===== src/rtl/smem_pkg.sv =====
`timescale 1ns/1ps
package smem_pkg;

  typedef enum logic [1:0] {ST_IDLE, ST_ACC, ST_TURN} smem_state_e;

  // Recommended power-up codes for the timing fields.
  localparam int DEF_WE_CODE   = 0;
  localparam int DEF_OE_CODE   = 0;
  localparam int DEF_RD_CODE   = 10;
  localparam int DEF_WR_CODE   = 7;
  localparam int DEF_TURN_CODE = 2;

  // Top code of a field is reserved: fold it onto the one below.
  function automatic int clamp_code(input int code, input int width);
    int top;
    top = (1 << width) - 1;
    return (code >= top) ? top - 1 : code;
  endfunction

  function automatic int rd_cycles(input int code);
    return code + 1;
  endfunction

  function automatic int wr_cycles(input int code);
    return code + 2;
  endfunction

  // Zero still leaves one cycle between chip-select and write-enable.
  function automatic int we_lead(input int code);
    return (code == 0) ? 1 : code + 1;
  endfunction

  function automatic int oe_lead(input int code);
    return code;
  endfunction

  function automatic int turn_cycles(input int code);
    return code + 1;
  endfunction

  // Enable must be low at least on the last chip-select cycle.
  function automatic int strobe_start(input int lead, input int len);
    return (lead >= len) ? len - 1 : lead;
  endfunction

endpackage


===== src/rtl/smem_req_hold.sv =====
`timescale 1ns/1ps
module smem_req_hold #(
  parameter int ADDR_W = 20,
  parameter int DATA_W = 16
) (
  input  logic              clk,
  input  logic              rst_n,
  input  logic              req_start,
  input  logic              req_write,
  input  logic [ADDR_W-1:0] req_addr,
  input  logic [DATA_W-1:0] req_wdata,
  input  logic              in_turn,
  input  logic              take,
  output logic              hold_valid,
  output logic              src_write,
  output logic [ADDR_W-1:0] src_addr,
  output logic [DATA_W-1:0] src_wdata
);

  logic              h_write;
  logic [ADDR_W-1:0] h_addr;
  logic [DATA_W-1:0] h_wdata;
  logic              capture;

  // Only the first start of a turnaround gap is kept.
  assign capture = req_start && in_turn && !hold_valid && !take;

  always_ff @(posedge clk) begin
    if (!rst_n) begin
      hold_valid <= 1'b0;
      h_write    <= 1'b0;
      h_addr     <= '0;
      h_wdata    <= '0;
    end else if (take) begin
      hold_valid <= 1'b0;
    end else if (capture) begin
      hold_valid <= 1'b1;
      h_write    <= req_write;
      h_addr     <= req_addr;
      h_wdata    <= req_wdata;
    end
  end

  assign src_write = hold_valid ? h_write : req_write;
  assign src_addr  = hold_valid ? h_addr  : req_addr;
  assign src_wdata = hold_valid ? h_wdata : req_wdata;

  // a held request is kept unchanged until it is launched
  p_hold_kept_r8: assert property (@(posedge clk) disable iff (!rst_n)
    (hold_valid && !take) |=> (hold_valid && $stable(h_addr) && $stable(h_write)));

  p_hold_only_turn_r8: assert property (@(posedge clk) disable iff (!rst_n)
    $rose(hold_valid) |-> $past(in_turn));

endmodule


===== src/rtl/smem_timing_snap.sv =====
`timescale 1ns/1ps
module smem_timing_snap import smem_pkg::*; #(
  parameter int ADDR_W = 20,
  parameter int DATA_W = 16,
  parameter int WE_W   = 4,
  parameter int OE_W   = 4,
  parameter int RD_W   = 5,
  parameter int WR_W   = 5,
  parameter int TURN_W = 4,
  parameter int CNT_W  = 6,
  parameter int TCW    = 4
) (
  input  logic              clk,
  input  logic              rst_n,
  input  logic              load,
  input  logic              src_write,
  input  logic [ADDR_W-1:0] src_addr,
  input  logic [DATA_W-1:0] src_wdata,
  input  logic [WE_W-1:0]   cfg_we_lead,
  input  logic [OE_W-1:0]   cfg_oe_lead,
  input  logic [RD_W-1:0]   cfg_rd_len,
  input  logic [WR_W-1:0]   cfg_wr_len,
  input  logic [TURN_W-1:0] cfg_turn,
  output logic              wr_q,
  output logic [ADDR_W-1:0] addr_q,
  output logic [DATA_W-1:0] wdata_q,
  output logic [CNT_W-1:0]  len_q,
  output logic [CNT_W-1:0]  on_q,
  output logic [TCW-1:0]    turn_q
);

  localparam int MAX_LEN = (((1 << RD_W) - 1) > (1 << WR_W)) ? ((1 << RD_W) - 1) : (1 << WR_W);
  localparam int RST_LEN = rd_cycles(DEF_RD_CODE);

  logic [CNT_W-1:0] len_n;
  logic [CNT_W-1:0] on_n;
  logic [TCW-1:0]   turn_n;

  always_comb begin
    int rd_c;
    int wr_c;
    int tu_c;
    int len_i;
    int lead_i;
    rd_c   = clamp_code(int'(cfg_rd_len), RD_W);
    wr_c   = clamp_code(int'(cfg_wr_len), WR_W);
    tu_c   = clamp_code(int'(cfg_turn), TURN_W);
    len_i  = src_write ? wr_cycles(wr_c) : rd_cycles(rd_c);
    lead_i = src_write ? we_lead(int'(cfg_we_lead)) : oe_lead(int'(cfg_oe_lead));
    len_n  = CNT_W'(len_i);
    on_n   = CNT_W'(strobe_start(lead_i, len_i));
    turn_n = TCW'(turn_cycles(tu_c));
  end

  always_ff @(posedge clk) begin
    if (!rst_n) begin
      wr_q    <= 1'b0;
      addr_q  <= '0;
      wdata_q <= '0;
      len_q   <= CNT_W'(RST_LEN);
      on_q    <= CNT_W'(strobe_start(oe_lead(DEF_OE_CODE), RST_LEN));
      turn_q  <= TCW'(turn_cycles(DEF_TURN_CODE));
    end else if (load) begin
      wr_q    <= src_write;
      addr_q  <= src_addr;
      wdata_q <= src_wdata;
      len_q   <= len_n;
      on_q    <= on_n;
      turn_q  <= turn_n;
    end
  end

  // the enable start always lies inside the chip-select window
  p_on_inside_r3: assert property (@(posedge clk) disable iff (!rst_n)
    on_q < len_q);

  // a clamped code never yields a window beyond the longest valid one
  p_len_cap_r4: assert property (@(posedge clk) disable iff (!rst_n)
    (int'(len_q) <= MAX_LEN) && (int'(turn_q) <= (1 << TURN_W) - 1));

endmodule


===== src/rtl/smem_access_fsm.sv =====
`timescale 1ns/1ps
module smem_access_fsm import smem_pkg::*; #(
  parameter int CNT_W = 6,
  parameter int TCW   = 4
) (
  input  logic             clk,
  input  logic             rst_n,
  input  logic             req_start,
  input  logic             hold_valid,
  input  logic [CNT_W-1:0] len_q,
  input  logic [TCW-1:0]   turn_q,
  output logic             go,
  output logic             in_acc,
  output logic             in_turn,
  output logic             acc_last,
  output logic             done,
  output logic [CNT_W-1:0] cnt
);

  smem_state_e    st;
  smem_state_e    st_n;
  logic [TCW-1:0] tcnt;
  logic           turn_last;

  assign in_acc    = (st == ST_ACC);
  assign in_turn   = (st == ST_TURN);
  assign acc_last  = in_acc && (cnt == len_q - CNT_W'(1));
  assign turn_last = in_turn && (tcnt == turn_q - TCW'(1));
  assign go        = ((st == ST_IDLE) && req_start) ||
                     (turn_last && (hold_valid || req_start));

  always_comb begin
    st_n = st;
    unique case (st)
      ST_IDLE: if (go) st_n = ST_ACC;
      ST_ACC:  if (acc_last) st_n = ST_TURN;
      ST_TURN: if (turn_last) st_n = go ? ST_ACC : ST_IDLE;
      default: st_n = ST_IDLE;
    endcase
  end

  always_ff @(posedge clk) begin
    if (!rst_n) begin
      st   <= ST_IDLE;
      cnt  <= '0;
      tcnt <= '0;
      done <= 1'b0;
    end else begin
      st   <= st_n;
      done <= acc_last;
      if (go)
        cnt <= '0;
      else if (in_acc && !acc_last)
        cnt <= cnt + CNT_W'(1);
      if (acc_last)
        tcnt <= '0;
      else if (in_turn)
        tcnt <= tcnt + TCW'(1);
    end
  end

  // the access counter never passes the captured length
  p_cnt_bound_r2: assert property (@(posedge clk) disable iff (!rst_n)
    in_acc |-> (cnt < len_q));

  // completion is a single-cycle pulse
  p_done_pulse_r6: assert property (@(posedge clk) disable iff (!rst_n)
    done |=> !done);

  // completion coincides with leaving the access window
  p_done_edge_r6: assert property (@(posedge clk) disable iff (!rst_n)
    done |-> ($past(in_acc) && !in_acc));

endmodule


===== src/rtl/smem_strobe_drv.sv =====
`timescale 1ns/1ps
module smem_strobe_drv #(
  parameter int DATA_W = 16,
  parameter int CNT_W  = 6,
  parameter int TCW    = 4
) (
  input  logic              clk,
  input  logic              rst_n,
  input  logic              in_acc,
  input  logic              acc_last,
  input  logic              wr_q,
  input  logic [CNT_W-1:0]  cnt,
  input  logic [CNT_W-1:0]  on_q,
  input  logic [TCW-1:0]    turn_q,
  input  logic [DATA_W-1:0] mem_rdata,
  output logic              mem_cs_n,
  output logic              mem_oe_n,
  output logic              mem_we_n,
  output logic              mem_wdata_en,
  output logic [DATA_W-1:0] rdata
);

  logic reached;

  assign reached      = in_acc && (cnt >= on_q);
  assign mem_cs_n     = !in_acc;
  assign mem_oe_n     = !(reached && !wr_q);
  assign mem_we_n     = !(reached && wr_q);
  assign mem_wdata_en = in_acc && wr_q;

  always_ff @(posedge clk) begin
    if (!rst_n)
      rdata <= '0;
    else if (acc_last && !wr_q)
      rdata <= mem_rdata;
  end

  // Gap watcher for the turnaround property: counts high chip-select cycles.
  logic [TCW-1:0] chk_gap;
  logic [TCW-1:0] chk_turn;
  logic           chk_seen;

  always_ff @(posedge clk) begin
    if (!rst_n) begin
      chk_gap  <= '0;
      chk_turn <= '0;
      chk_seen <= 1'b0;
    end else begin
      if (!mem_cs_n)
        chk_gap <= '0;
      else if (chk_gap != '1)
        chk_gap <= chk_gap + TCW'(1);
      if (acc_last) begin
        chk_turn <= turn_q;
        chk_seen <= 1'b1;
      end
    end
  end

  // each new chip-select fall respects the previous turnaround
  p_turn_gap_r7: assert property (@(posedge clk) disable iff (!rst_n)
    ($fell(mem_cs_n) && chk_seen) |-> (chk_gap >= chk_turn));

  // output-enable only inside chip-select
  p_oe_in_cs_r2: assert property (@(posedge clk) disable iff (!rst_n)
    !mem_oe_n |-> !mem_cs_n);

  // write-enable only inside chip-select
  p_we_in_cs_r3: assert property (@(posedge clk) disable iff (!rst_n)
    !mem_we_n |-> !mem_cs_n);

  // the two enables never overlap
  p_no_overlap_r2: assert property (@(posedge clk) disable iff (!rst_n)
    !(!mem_oe_n && !mem_we_n));

  // write-enable is still low on the last write cycle
  p_we_held_r3: assert property (@(posedge clk) disable iff (!rst_n)
    ($rose(mem_cs_n) && $past(wr_q)) |-> $past(!mem_we_n));

  // the read sample cycle has output-enable low
  p_oe_at_sample_r5: assert property (@(posedge clk) disable iff (!rst_n)
    (acc_last && !wr_q) |-> !mem_oe_n);

endmodule


===== src/rtl/smem_timing_gen.sv =====
`timescale 1ns/1ps
module smem_timing_gen #(
  parameter int ADDR_W = 20,
  parameter int DATA_W = 16,
  parameter int WE_W   = 4,
  parameter int OE_W   = 4,
  parameter int RD_W   = 5,
  parameter int WR_W   = 5,
  parameter int TURN_W = 4
) (
  input  logic              clk,
  input  logic              rst_n,
  input  logic              req_start,
  input  logic              req_write,
  input  logic [ADDR_W-1:0] req_addr,
  input  logic [DATA_W-1:0] req_wdata,
  input  logic [WE_W-1:0]   cfg_we_lead,
  input  logic [OE_W-1:0]   cfg_oe_lead,
  input  logic [RD_W-1:0]   cfg_rd_len,
  input  logic [WR_W-1:0]   cfg_wr_len,
  input  logic [TURN_W-1:0] cfg_turn,
  output logic              done,
  output logic [DATA_W-1:0] rdata,
  output logic              mem_cs_n,
  output logic              mem_oe_n,
  output logic              mem_we_n,
  output logic [ADDR_W-1:0] mem_addr,
  output logic [DATA_W-1:0] mem_wdata,
  output logic              mem_wdata_en,
  input  logic [DATA_W-1:0] mem_rdata
);

  localparam int MAX_LEN = (((1 << RD_W) - 1) > (1 << WR_W)) ? ((1 << RD_W) - 1) : (1 << WR_W);
  localparam int CNT_W   = $clog2(MAX_LEN + 1);
  localparam int TCW     = TURN_W;

  logic              go, in_acc, in_turn, acc_last;
  logic              hold_valid, src_write, wr_q;
  logic [ADDR_W-1:0] src_addr;
  logic [DATA_W-1:0] src_wdata;
  logic [CNT_W-1:0]  cnt, len_q, on_q;
  logic [TCW-1:0]    turn_q;

  smem_req_hold #(.ADDR_W(ADDR_W), .DATA_W(DATA_W)) u_hold (
    .clk(clk), .rst_n(rst_n), .req_start(req_start), .req_write(req_write),
    .req_addr(req_addr), .req_wdata(req_wdata), .in_turn(in_turn), .take(go),
    .hold_valid(hold_valid), .src_write(src_write), .src_addr(src_addr),
    .src_wdata(src_wdata)
  );

  smem_timing_snap #(
    .ADDR_W(ADDR_W), .DATA_W(DATA_W), .WE_W(WE_W), .OE_W(OE_W), .RD_W(RD_W),
    .WR_W(WR_W), .TURN_W(TURN_W), .CNT_W(CNT_W), .TCW(TCW)
  ) u_snap (
    .clk(clk), .rst_n(rst_n), .load(go), .src_write(src_write),
    .src_addr(src_addr), .src_wdata(src_wdata), .cfg_we_lead(cfg_we_lead),
    .cfg_oe_lead(cfg_oe_lead), .cfg_rd_len(cfg_rd_len), .cfg_wr_len(cfg_wr_len),
    .cfg_turn(cfg_turn), .wr_q(wr_q), .addr_q(mem_addr), .wdata_q(mem_wdata),
    .len_q(len_q), .on_q(on_q), .turn_q(turn_q)
  );

  smem_access_fsm #(.CNT_W(CNT_W), .TCW(TCW)) u_fsm (
    .clk(clk), .rst_n(rst_n), .req_start(req_start), .hold_valid(hold_valid),
    .len_q(len_q), .turn_q(turn_q), .go(go), .in_acc(in_acc), .in_turn(in_turn),
    .acc_last(acc_last), .done(done), .cnt(cnt)
  );

  smem_strobe_drv #(.DATA_W(DATA_W), .CNT_W(CNT_W), .TCW(TCW)) u_drv (
    .clk(clk), .rst_n(rst_n), .in_acc(in_acc), .acc_last(acc_last), .wr_q(wr_q),
    .cnt(cnt), .on_q(on_q), .turn_q(turn_q), .mem_rdata(mem_rdata),
    .mem_cs_n(mem_cs_n), .mem_oe_n(mem_oe_n), .mem_we_n(mem_we_n),
    .mem_wdata_en(mem_wdata_en), .rdata(rdata)
  );

  // address and write data are steady across the chip-select window
  p_addr_steady_r10: assert property (@(posedge clk) disable iff (!rst_n)
    (!mem_cs_n && $past(!mem_cs_n)) |-> ($stable(mem_addr) && $stable(mem_wdata)));

  // no access starts while chip-select is already low
  p_no_restart_r9: assert property (@(posedge clk) disable iff (!rst_n)
    (!mem_cs_n && $past(!mem_cs_n)) |-> ($past(cnt) != cnt || len_q == CNT_W'(1)));

endmodule


===== config.mk =====
export PLATFORM = sky130hd
export DESIGN_NAME = smem_timing_gen
export DESIGN_NICKNAME = d
export VERILOG_FILES = /design/src/rtl/smem_pkg.sv /design/src/rtl/smem_req_hold.sv /design/src/rtl/smem_timing_snap.sv /design/src/rtl/smem_access_fsm.sv /design/src/rtl/smem_strobe_drv.sv /design/src/rtl/smem_timing_gen.sv
export SDC_FILE = /design/constraint.sdc
export NUM_CORES = 1
export LEC_CHECK = 0
export BUFFER_PORTS_ARGS = -buffer_cell sky130_fd_sc_hd__clkbuf_2
export CAP_MARGIN = 20
export CELL_PAD_IN_SITES_DETAIL_PLACEMENT = 0
export CELL_PAD_IN_SITES_GLOBAL_PLACEMENT = 2
export CORE_ASPECT_RATIO = 0.75
export CORE_MARGIN = 4
export CORE_UTILIZATION = 36
export DETAILED_ROUTE_END_ITERATION = 8
export PLACE_DENSITY_LB_ADDON = 0.1
export SYNTH_ARGS = -nofsm -noshare
export SYNTH_HDL_FRONTEND = slang
export SYNTH_HIERARCHICAL = 1
export SYNTH_SLANG_ARGS = --single-unit

===== constraint.sdc =====
create_clock -name clk -period 5.22 [get_ports clk]
set_clock_uncertainty 0.15 [all_clocks]
set_input_delay 1.566 -clock clk [delete_from_list [all_inputs] [get_ports clk]]
set_output_delay 1.566 -clock clk [all_outputs]
set_load 0.05 [all_outputs]

### After elaboration in Yosys (flattened, before gate mapping)

Index checks and enable logic that the tools add are counted.

| operators by class | value |
|---|---|
| reduce and logical (&&, ||, !) cells | 28 |
| equal/unequal tests | 7 |
| bitwise logic cells | 2 |
| $add $sub $neg | 9 |
| muxes and demuxes | 15 |
| magnitude comparators | 5 |

Operators by type and width:

| kind | number |
|---|---|
| two-way mux 32 bit | 3 |
| adder 32 x 2 -> 32 bit, second input constant | 1 |
| adder 32 x 3 -> 32 bit, second input constant | 1 |
| >= comparator 32 bit | 1 |
| two-way mux 20 bit | 1 |
| two-way mux 16 bit | 1 |
| logical AND 1 bit | 13 |
| >= comparator 5 bit, second input constant | 2 |
| two-way mux 5 bit | 2 |
| logical NOT 1 bit | 7 |
| adder 6 x 1 -> 6 bit, second input constant | 1 |
| == test 6 bit | 1 |
| >= comparator 6 bit | 1 |
| two-way mux 2 bit | 3 |
| two-way mux 6 bit | 1 |
| case mux 2 bit (3 select lines) | 1 |
| subtractor 6 x 1 -> 6 bit, second input constant | 1 |
| subtractor 6 x 2 -> 6 bit, second input constant | 1 |
| adder 4 x 1 -> 5 bit, second input constant | 1 |
| adder 4 x 1 -> 4 bit, second input constant | 1 |
| adder 4 x 2 -> 4 bit, second input constant | 1 |
| == test 4 bit | 1 |
| >= comparator 4 bit, second input constant | 1 |
| logical NOT 4 bit | 1 |
| other kinds (13) | 18 |

| storage, ports and cells | value |
|---|---|
| output and inout port bits | 57 |
| word-level logic and storage cells | 81 |
| input bits | 78 |
| bits in registers | 120 |

### Depth between registers and ports, before layout

| depth | value |
|---|---|
| depth in word-level cells | 8 |
| mapped depth | 13 |
| gate-level depth less buffers | 12 |

### Cells and area by module

The synthesis kept the hierarchy.

By module, submodules not included:

| module | cells each | area an instance (µm²) | sequential area each (µm²) | times used |
|---|---|---|---|---|
| smem_timing_snap | 282 | 2618.8 | 1061.0 | 1 |
| smem_req_hold | 205 | 1958.1 | 760.7 | 1 |
| smem_access_fsm | 104 | 902.1 | 260.2 | 1 |
| smem_strobe_drv | 101 | 858.3 | 320.3 | 1 |

### Worst setup path after synthesis

No wires, ideal clock.

| path | value |
|---|---|
| path type | in2reg |
| from | in cfg_rd_len[3] |
| to | reg u_snap.on_q[2] |
| library setup time | 0.096 ns |
| stages on the path | 13 |
| data arrival time | 3.866 ns |
| buffers on the path | 1 |
| path slack | 1.108 ns |
| data required time | 4.974 ns |
| path through | clkbuf_2 -> nand4_1 -> and2_1 -> ha_1 -> xnor2_2 -> o21ai_2 -> inv_1 -> ha_1 -> a21o_1 -> a31oi_1 -> o21a_1 -> nor2_1 -> o41ai_2 |

| between the ends | value |
|---|---|
| longest elaborated chain between the ends | 6 |
| elaborated cells between the ends (all ways) | 7 |
| classes of those cells | add/sub: 2; order compare: 2; mux: 3 |

RTL lines:

| what | RTL line | RTL |
|---|---|---|
| start: declaration | smem_timing_gen.sv:19 | `input logic [RD_W-1:0] cfg_rd_len,` |
| >= comparator 5 bit | smem_pkg.sv:17 | `return (code >= top) ? top - 1 : code;` |
| two-way mux 5 bit * | smem_pkg.sv:17 |  |
| adder 32 x 2 -> 32 bit * | smem_pkg.sv:21 | `return code + 1;` |
| two-way mux 32 bit * | smem_timing_snap.sv:48 | `len_i = src_write ? wr_cycles(wr_c) : rd_cycles(rd_c);` |
| >= comparator 32 bit or subtractor 6 x 2 -> 6 bit (tied branches) | smem_pkg.sv:43 | `return (lead >= len) ? len - 1 : lead;` |
| two-way mux 6 bit * | smem_pkg.sv:43 |  |
| end signal: assignment | smem_timing_snap.sv:61 | `on_q <= CNT_W'(strobe_start(oe_lead(DEF_OE_CODE), RST_LEN));` |
| end signal: assignment | smem_timing_snap.sv:68 | `on_q <= on_n;` |
| end: declaration | smem_timing_snap.sv:28 | `output logic [CNT_W-1:0] on_q,` |

Every way passes the cells marked *; elsewhere a longest branch is shown, timed or not.
A chain may end at the register's enable or synchronous reset.

### Final worst setup path

| path | value |
|---|---|
| from | in cfg_rd_len[2] |
| to | reg u_snap.on_q[2] |

The elaborated chain is that of the path after synthesis.

==> impl_metrics.ini <==
[grt]
grt_pass1_vias = 5024
track_usage_pct = 15.90
grt_pass1_wl_um = 25240
overflow = 0
grt_max_degree = 71
antenna_found_initial = 2

[cells_and_area]
layout_common_cells = clkbuf_2 (133), nand2_1 (133), dfxtp_1 (119), mux2i_1 (85), nor2_1 (55)
layout.nets = 906
multi_input_area_mm2 = 0.003562
syn_to_final_growth_pct = 20.81
drive_gt1_share_pct = 30.28
fill_cells = 1730
antenna_cells = 0
register_area_mm2 = 0.002404

[clock_network]
ctsHoldBuffers = 0
insertion_delay_ns = 0.40
numCtsBuffers = 17
postCtsSetupRepairBufs = 0
clock_sink_count = 120
cts_tree = built
clk_path_buf_depth = 2
clock-root-buffer = clkbuf_16
htreeDepth = 4
cts_resized = 0
clk_pin_slew_ns = 0.06

[drt]
vias = 5071
antenna_left = 0
route.detailed.drc = 0
drt-pass1-iter-count = 4
vias_per_cell = 4.807
wire_per_inst_um = 14.68
totalWireLength_um = 15490
drtIter0Drc = 228

[worst_setup_path]
cp_max_fo = 9
endpoint_kind = register
worstPathCellList = clkbuf_2 > nand4_1 > and2_1 > ha_1 > xnor2_2 > o21ai_2 > inv_1 > ha_1 > a21o_1 > a31oi_1 > o21a_1 > nor2_1 > o41ai_2
slowest_delay_ns = 0.32
worstSetupPathType = input port to register
cp_slowest_cell = o21a_1
worstSetupStartpointType = input port
arrival_ns = 4.23
required_ns = 5.38
cpMostUsedCell = ha_1

[synth]
synth_warnings = 6
yosysTopAreaCell = dfxtp_1
ys_async_sr_fraction_pct = 0
ys_ff_latch = 120
synth.top_cells.by_area = dfxtp_1 (38%), mux2i_1 (13%), nand2_1 (7.9%), mux2_2 (6.6%), ha_1 (4.1%)
yosysUniqueCellTypes = 67
synthFlopType = dfxtp_1
yosysSeqAreaShare_pct = 37.91
syn_area_mm2 = 0.006337
syn_nets = 791
syn_avg_cell_area_um2 = 9.158
postSynthCellCount = 692
synth_edf_count = 0
yosysTopAreaCellShare_pct = 37.91

[sta]
max_slew.worst_pin.slew_ns = 0.9567
slew_headroom_pct = 36.12
fmax_ghz = 0.2456
setup_viol = 0
post-route-period-util_pct = 78.00
finalCriticalPeriod_ns = 4.071
grt_setup_unrepaired = no
drv_slew = 0
hold_ws_ns = 0.3046
finalHoldViolCount = 0
fin_setup_tns_ns = 0

[power_and_ir_drop]
leakage_nw = 3.233
ir_drop_mv = 0.1836
power.density_mw_per_mm2 = 324.1

[die]
fp.dieH_um = 122.9
die_w_um = 161.2
io_pins = 135
initial_core_util_pct = 37.21
die-area_mm2 = 0.01981
rows = 41
core_mm2 = 0.01703

[run]
maxCapViolations = 0

[hold_path]
hold_class = register to register

[placed_design]
gp_congestion = 0.8607
hpwl_um = 10900
port_buffers = 134

[status]
status = complete, no violations
-- where the power goes --
part	internal [mW]	total [mW]	switching, mW
Clock	0.687	1.11	0.421
Combinational	0.144	0.395	0.251
Sequential	0.951	0.978	0.0270
-- through the flow --
stage / instances / power [mW] / setup slack, ns / cell area [um2] / util (%)
CTS: 1054 / 2.525 / 1.188 / 7649 / 44.91
global placement: 1023 / 1.391 / 0.8093 / 7082 / 41.58
global route: 1055 / 2.606 / 0.9165 / 7656 / 44.95
finish: 1055 / 2.481 / 1.149 / 7656 / 44.95
floorplan: 692 / 1.284 / 1.108 / 6337 / -
detailed placement: 1023 / 1.394 / 0.7633 / 7082 / 41.58
-- path summary, 6_finish.rpt --
check,endpoint,depth (start not counted),from,slack [ns]
worst max-delay path,u_snap/on_q[2]$_SDFFE_PN0P_,13,cfg_rd_len[2],1.15
worst min-delay path,u_hold/h_addr[9]$_SDFFE_PN0P_,2,u_hold/h_addr[9]$_SDFFE_PN0P_,0.30
worst max register to register,u_snap/on_q[4]$_SDFFE_PN0P_,10,u_snap/turn_q[0]$_SDFFE_PN1P_,2.10
worst min register to register,u_hold/h_addr[9]$_SDFFE_PN0P_,2,u_hold/h_addr[9]$_SDFFE_PN0P_,0.30
-- metal layers --
layer | global-route usage [%] | up-vias | wire length [um]
met5 | 0 | - | 27
met1 | 22.37 | 2331 | 7973
li1 | - | 2593 | -
met2 | 23.29 | 125 | 6415
met3 | 4.632 | 18 | 893
met4 | 5.647 | 4 | 183
-- layout make-up --
type	count	area share, %
Multi-Input combinational cell	499	46.53
Sequential cell	120	31.39
Timing Repair Buffer	141	9.446
Clock buffer	20	6.096
Tap cell	236	3.857
Inverter	28	1.373
Clock inverter	11	1.307
-- synth_stat cells (2+ instances only) --
library cell    n
nand2_1       133
dfxtp_1       120
mux2i_1        85
nor2_1         55
mux2_2         37
inv_1          26
ha_1           21
a21oi_1        16
clkbuf_1       16
xnor2_1        13
a21boi_2       11
xor2_1         11
nand2b_1       10
buf_2           9
nand4_1         8
nor3_1          8
o21ai_0         8
a21boi_0        7
nand3_1         7
a31oi_1         6
buf_4           6
buf_1           5
buf_6           5
o211ai_1        5
a211oi_1        4
nor2b_1         4
nand2_2         3
o2111ai_1       3
o22ai_1         3
a21o_1          2
a21oi_2         2
and2_1          2
and3_1          2
buf_8           2
inv_2           2
nand3b_1        2
o21a_1          2
o41ai_2         2
-- worst max-delay path, delay by kind of cell --
family	cells	cell delay [ns]
AO/OA/AOI/OAI	5	1.19
adder cells (fa/ha/maj)	2	0.57
AND/OR/NAND/NOR	3	0.44
buffers and inverters	2	0.28
XOR/XNOR	1	0.17
-- kinds of logic after synthesis --
logic type | synth area share (%)
buffers and inverters | 6.081
multiplexers | 20.00
flip-flops | 37.91
adder cells (fa/ha/maj) | 4.146
AO/OA/AOI/OAI | 10.98
AND/OR/NAND/NOR | 17.32
XOR/XNOR | 3.574
-- state kept, by name, indices dropped and copies added, names as in the netlist, 6 cells and up --
register / flops
u_hold/h_addr: 20
u_snap/addr_q: 20
u_drv/rdata: 16
u_hold/h_wdata: 16
u_snap/wdata_q: 16
u_fsm/cnt: 6
u_snap/len_q: 6
u_snap/on_q: 6
Power figures use the tool's default switching activity.
